<file path="config.mk">
export PLATFORM = sky130hd
export DESIGN_NAME = cal_alarm_match
export DESIGN_NICKNAME = d
export VERILOG_FILES = /design/src/rtl/cal_alarm_pkg.sv /design/src/rtl/cal_field_cmp.sv /design/src/rtl/cal_alarm_unit.sv /design/src/rtl/cal_alarm_match.sv
export SDC_FILE = /design/constraint.sdc
export NUM_CORES = 1
export LEC_CHECK = 0
export ABC_AREA = 1
export BUFFER_PORTS_ARGS = -buffer_cell sky130_fd_sc_hd__buf_2
export CAP_MARGIN = 10
export CORE_UTILIZATION = 40
export DETAILED_ROUTE_END_ITERATION = 6
export PLACE_DENSITY_LB_ADDON = 0.08
export SYNTH_ARGS = -nofsm -noshare
export SYNTH_HDL_FRONTEND = slang
export SYNTH_HIERARCHICAL = 1
export SYNTH_SLANG_ARGS = --single-unit
</file>
<file path="constraint.sdc">
create_clock -name clk -period 1.25 [get_ports clk]
set_clock_uncertainty 0.15 [all_clocks]
set_input_delay 0.0625 -clock clk [delete_from_list [all_inputs] [get_ports clk]]
set_output_delay 0.0625 -clock clk [all_outputs]
set_load 0.005 [all_outputs]
</file>
<file path="src/rtl/cal_alarm_pkg.sv">
package cal_alarm_pkg;
  localparam int BYTE_W     = 8;
  localparam int NUM_FIELDS = 8;
  localparam int NUM_ALARMS = 2;
  localparam int EN_BIT     = BYTE_W - 1;
  // compare value bits only; enable / mode bit excluded
  localparam logic [BYTE_W-1:0] CMP_MASK = {1'b0, {(BYTE_W-1){1'b1}}};
endpackage

</file>
<file path="src/rtl/cal_field_cmp.sv">
module cal_field_cmp
  import cal_alarm_pkg::*;
(
  input  logic [BYTE_W-1:0] cur_byte,
  input  logic [BYTE_W-1:0] alm_byte,
  output logic              field_en,
  output logic              field_hit
);
  logic [BYTE_W-1:0] diff;

  always_comb begin
    diff      = (cur_byte ^ alm_byte) & CMP_MASK;
    field_en  = alm_byte[EN_BIT];
    field_hit = !field_en || (diff == '0);
  end
endmodule

</file>
<file path="src/rtl/cal_alarm_unit.sv">
module cal_alarm_unit
  import cal_alarm_pkg::*;
#(
  parameter int FIELDS = NUM_FIELDS,
  localparam int VEC_W = FIELDS * BYTE_W
) (
  input  logic             clk,
  input  logic             rst,
  input  logic             sec_tick,
  input  logic             status_rd,
  input  logic [VEC_W-1:0] cur_vec,
  input  logic [VEC_W-1:0] alm_vec,
  output logic             flag,
  output logic             pulse
);
  logic [FIELDS-1:0] en_vec;
  logic [FIELDS-1:0] hit_vec;
  logic              fire;

  for (genvar k = 0; k < FIELDS; k++) begin : g_field
    cal_field_cmp u_cmp (
      .cur_byte (cur_vec[k*BYTE_W +: BYTE_W]),
      .alm_byte (alm_vec[k*BYTE_W +: BYTE_W]),
      .field_en (en_vec[k]),
      .field_hit(hit_vec[k])
    );
  end

  always_comb fire = sec_tick && (|en_vec) && (&hit_vec);

  always_ff @(posedge clk) begin
    if (rst) begin
      flag  <= 1'b0;
      pulse <= 1'b0;
    end else begin
      pulse <= fire;
      if (fire)           flag <= 1'b1;
      else if (status_rd) flag <= 1'b0;
    end
  end

  p_pulse_after_tick_r6: assert property (@(posedge clk) disable iff (rst)
    pulse |-> $past(sec_tick));
  p_pulse_sets_flag_r2: assert property (@(posedge clk) disable iff (rst)
    pulse |-> flag);
  p_flag_sticky_r7: assert property (@(posedge clk) disable iff (rst)
    (flag && !status_rd) |=> flag);
  p_read_clears_r7: assert property (@(posedge clk) disable iff (rst)
    (status_rd && !sec_tick) |=> !flag);
  p_no_enable_silent_r5: assert property (@(posedge clk) disable iff (rst)
    (en_vec == '0) |=> !pulse);
endmodule

</file>
<file path="src/rtl/cal_alarm_match.sv">
module cal_alarm_match
  import cal_alarm_pkg::*;
(
  input  logic                                  clk,
  input  logic                                  rst,
  input  logic                                  sec_tick,
  input  logic [NUM_FIELDS*BYTE_W-1:0]          time_bytes,
  input  logic [NUM_ALARMS*NUM_FIELDS*BYTE_W-1:0] alarm_bytes,
  input  logic                                  status_rd,
  output logic [NUM_ALARMS-1:0]                 alarm_flag,
  output logic [NUM_ALARMS-1:0]                 alarm_pulse
);
  localparam int SET_W = NUM_FIELDS * BYTE_W;

  for (genvar n = 0; n < NUM_ALARMS; n++) begin : g_alarm
    cal_alarm_unit #(.FIELDS(NUM_FIELDS)) u_unit (
      .clk      (clk),
      .rst      (rst),
      .sec_tick (sec_tick),
      .status_rd(status_rd),
      .cur_vec  (time_bytes),
      .alm_vec  (alarm_bytes[n*SET_W +: SET_W]),
      .flag     (alarm_flag[n]),
      .pulse    (alarm_pulse[n])
    );
  end

  p_pulse_onehot_window_r2: assert property (@(posedge clk) disable iff (rst)
    (alarm_pulse != '0) |=> ((alarm_pulse & $past(alarm_pulse)) == '0) || $past(sec_tick));
endmodule

</file>
==> results.yml <==
worst_setup_path:
  cp_max_fo: 4
  critPathArrivalTime_ns: 1.06
  crit_path_top_delay_cell: "buf_2"
  crit_required_ns: 1.26
  critPathMaxStageDelay_ns: 0.12
  crit_type: "input pin to register"
  path_depth: 14
  endpoint: "g_alarm[1].u_unit/flag$_SDFFE_PP0P_"
  path_buf_inv: 2
  cp-end-kind: "register"
  r2r-end: "g_alarm[0].u_unit/flag$_SDFFE_PP0P_"
  r2r_start: "g_alarm[0].u_unit/flag$_SDFFE_PP0P_"
  crit_top_cell: "nand2_1"
  crit_chain: "buf_2, inv_1, nand2_1, nand2_1, nand2_1, nor2_1, nand2_1, nand2_1, nand2_1, nor2_2, nand2_1, nor2_2, nand2_1, nand2_1"
  cpLargestDelayFamily: "simple AND/OR/NAND/NOR gates"
  r2r_cells: 2
  crit_start: "time_bytes[1]"
  start_kind: "input pin"
  reg2reg_setup_slack_ns: 0.54
synth:
  async_reset_ff_share_pct: 0
  syn_inst: 600
  syn_area_per_cell_sq_um: 4.317
  synth_edf_count: 0
  yosysSeqAreaShare_pct: 3.092
  ys_ff_latch: 4
  synth_flop_cell: "dfxtp_1"
  synth.most_common_cell: "nand2_1"
  synth_area_sq_mm: 0.002590
  synth_common_cells: "nand2_1 (332), inv_1 (166), nor2_1 (42)"
  ys_types: 11
  yosys.area.top_type: "nand2_1"
  synth_warnings: 6
  syn-num-nets: 796
  synth_top_area_share_pct: 48.12
  synth_area_leaders: "nand2_1 (48%), inv_1 (24%), nor2_1 (6.1%)"
cells_and_area:
  finish.net_count: 977
  area_growth_pct: 37.97
  fin_area_sq_mm: 0.003573
  layout-drive-gt1-share_pct: 25.55
  diodes: 0
sta:
  finalSetupTns_ns: 0
  rsz0062_at_grt: "false"
  tightest_slew_ns: 0.1660
  timing.slew.headroom_pct: 88.86
  fin_crit_ns: 1.054
  finalSetupViolations: 0
  fmax_mhz: 948.5
  slew_viol_final: 0
  finalHoldViolCount: 0
  period_share_pct: 84.34
detailed_routing:
  postRouteAntennaNets: 0
  met1_length_microns: 2623
  wl_met3_microns: 607
  post_drt_wl_per_cell_microns: 8.142
  firstDrtPassIters: 5
  vias_per_cell: 4.090
  vias: 3493
  top_layer: "met4"
  first_iter_violations: 38
  met2_length_microns: 3550
  drc: 0
  routed_wl_microns: 6953
clocking:
  path_clk_slew_ns: 0.03
  cts_root_buf: "clkbuf_8"
  clk_latency_ns: 0.22
  cts_max_path_buffers: 2
  tritoncts: "done"
  cts_setup_buffers: 0
  htreeDepth: 1
  clock_sinks: 4
  cts_buffers: 3
power_and_ir_drop:
  p_per_area_mw_per_mm2: 364.9
  power_mw: 1.304
  vdd_drop_max_mv: 0.2843
  p_leak_nw: 2.784
grt:
  grt_pass1_vias: 2822
  grt_max_degree: 5
  grt_overflow: 0
  antenna_found_initial: 0
  grt_pass1_wl_microns: 10230
  grt_usage_pct: 19.16
run:
  drv_cap: 0
floorplan:
  dieArea_sq_mm: 0.006800
  fp.dieW_microns: 82.47
  core_sq_mm: 0.006096
  ioPinCount: 200
  rows: 28
  die_h_microns: 82.47
  start_util_pct: 42.49
place:
  dp.final_hpwl_microns: 6535
  gp_congestion: 0.7722
  port_buffers: 191
  place_area_sq_mm: 0.003520
outcome:
  outcome: "complete, no violations"
hold_path:
  hp-class: "input pin to register"
metrics by stage:
stage	std cells	worst slack, ns	utilization, %	hold WS (ns)
final	854	0.1957	58.62	0.02761
after floorplan	600	0.2797	-	0.08497
after detailed placement	850	-0.04705	57.74	0.1967
after CTS	854	0.1680	58.58	0.02892
after global placement	850	-0.01505	57.74	0.1838
after global routing	854	0.003142	58.62	0.06412
where the power goes:
| part | internal, mW | leakage (nW) | switching [mW] |
|---|---|---|---|
| logic | 0.441 | 2.73 | 0.457 |
| clock network | 0.206 | 0.0216 | 0.0711 |
| registers | 0.129 | 0.0322 | 0.0000689 |
| total | 0.776 | 2.78 | 0.528 |
cell type report:
cell class | count | area [sq um]
clock buffer | 3 | 41.29
multi-input combinational | 414 | 1769
sequential | 4 | 80.08
tap | 75 | 93.84
timing repair buffer | 192 | 965.9
inverter | 166 | 623.1
fill | 698 | 2522
tightest hold or removal path: cells and delay by family:
kind | cells | cell delay [ns]
buffers and inverters | 2 | 0.14
and+or+nand+nor | 3 | 0.17
kinds of logic (layout without fill, tap and decap cells):
group	count (synthesis)	in the layout	synth area share, %
and+or+nand+nor	382	382	57.39
buffers and inverters	182	361	28.70
xor gates and xnor gates	32	32	10.82
DFF	4	4	3.092
how the worst min path moves through the flow:
| stage | from | endpoint | slack (ns) | depth (start not counted) |
|---|---|---|---|---|
| CTS | alarm_bytes[31] | g_alarm[0].u_unit/pulse$_SDFF_PP0_ | 0.03 | 5 |
| global route | alarm_bytes[39] | g_alarm[0].u_unit/pulse$_SDFF_PP0_ | 0.06 | 5 |
| global placement | status_rd | g_alarm[1].u_unit/flag$_SDFFE_PP0P_ | 0.18 | 3 |
| finish | alarm_bytes[31] | g_alarm[0].u_unit/pulse$_SDFF_PP0_ | 0.03 | 5 |
| detailed placement | status_rd | g_alarm[1].u_unit/flag$_SDFFE_PP0P_ | 0.20 | 3 |
| floorplan | status_rd | g_alarm[0].u_unit/flag$_SDFFE_PP0P_ | 0.08 | 2 |
cells in the final DEF, fill, tap and decap left out:
cell type      Yosys  final
xnor2_1           16     16
inv_1            166    166
nand3b_1           2      2
nor2_1            42     41
buf_2              0    191
clkbuf_8           0      3
xor2_1            16     16
nand4_1            2      2
dlygate4sd3_1      0      1
nand4_4            2      2
nor2_2             2      3
dfxtp_1            4      4
nand2_1          332    332
state kept, by name, indices dropped and copies added, names as in the netlist:
register,cells
g_alarm.u_unit/flag,2
g_alarm.u_unit/pulse,2
metal layers:
layer / track usage (%) / vias up
met5: 0 / -
met3: 3.187 / 14
met2: 39.34 / 114
li1: - / 1991
met4: 6.842 / 0
met1: 18.80 / 1374
timing repair:
action,in CTS,in global routing
resized for setup,0,1
hold buffers,1,0
endpoints found under the hold margin,2,0
setup endpoints to repair,0,1
No activity file was read; power rests on OpenSTA's default activity.
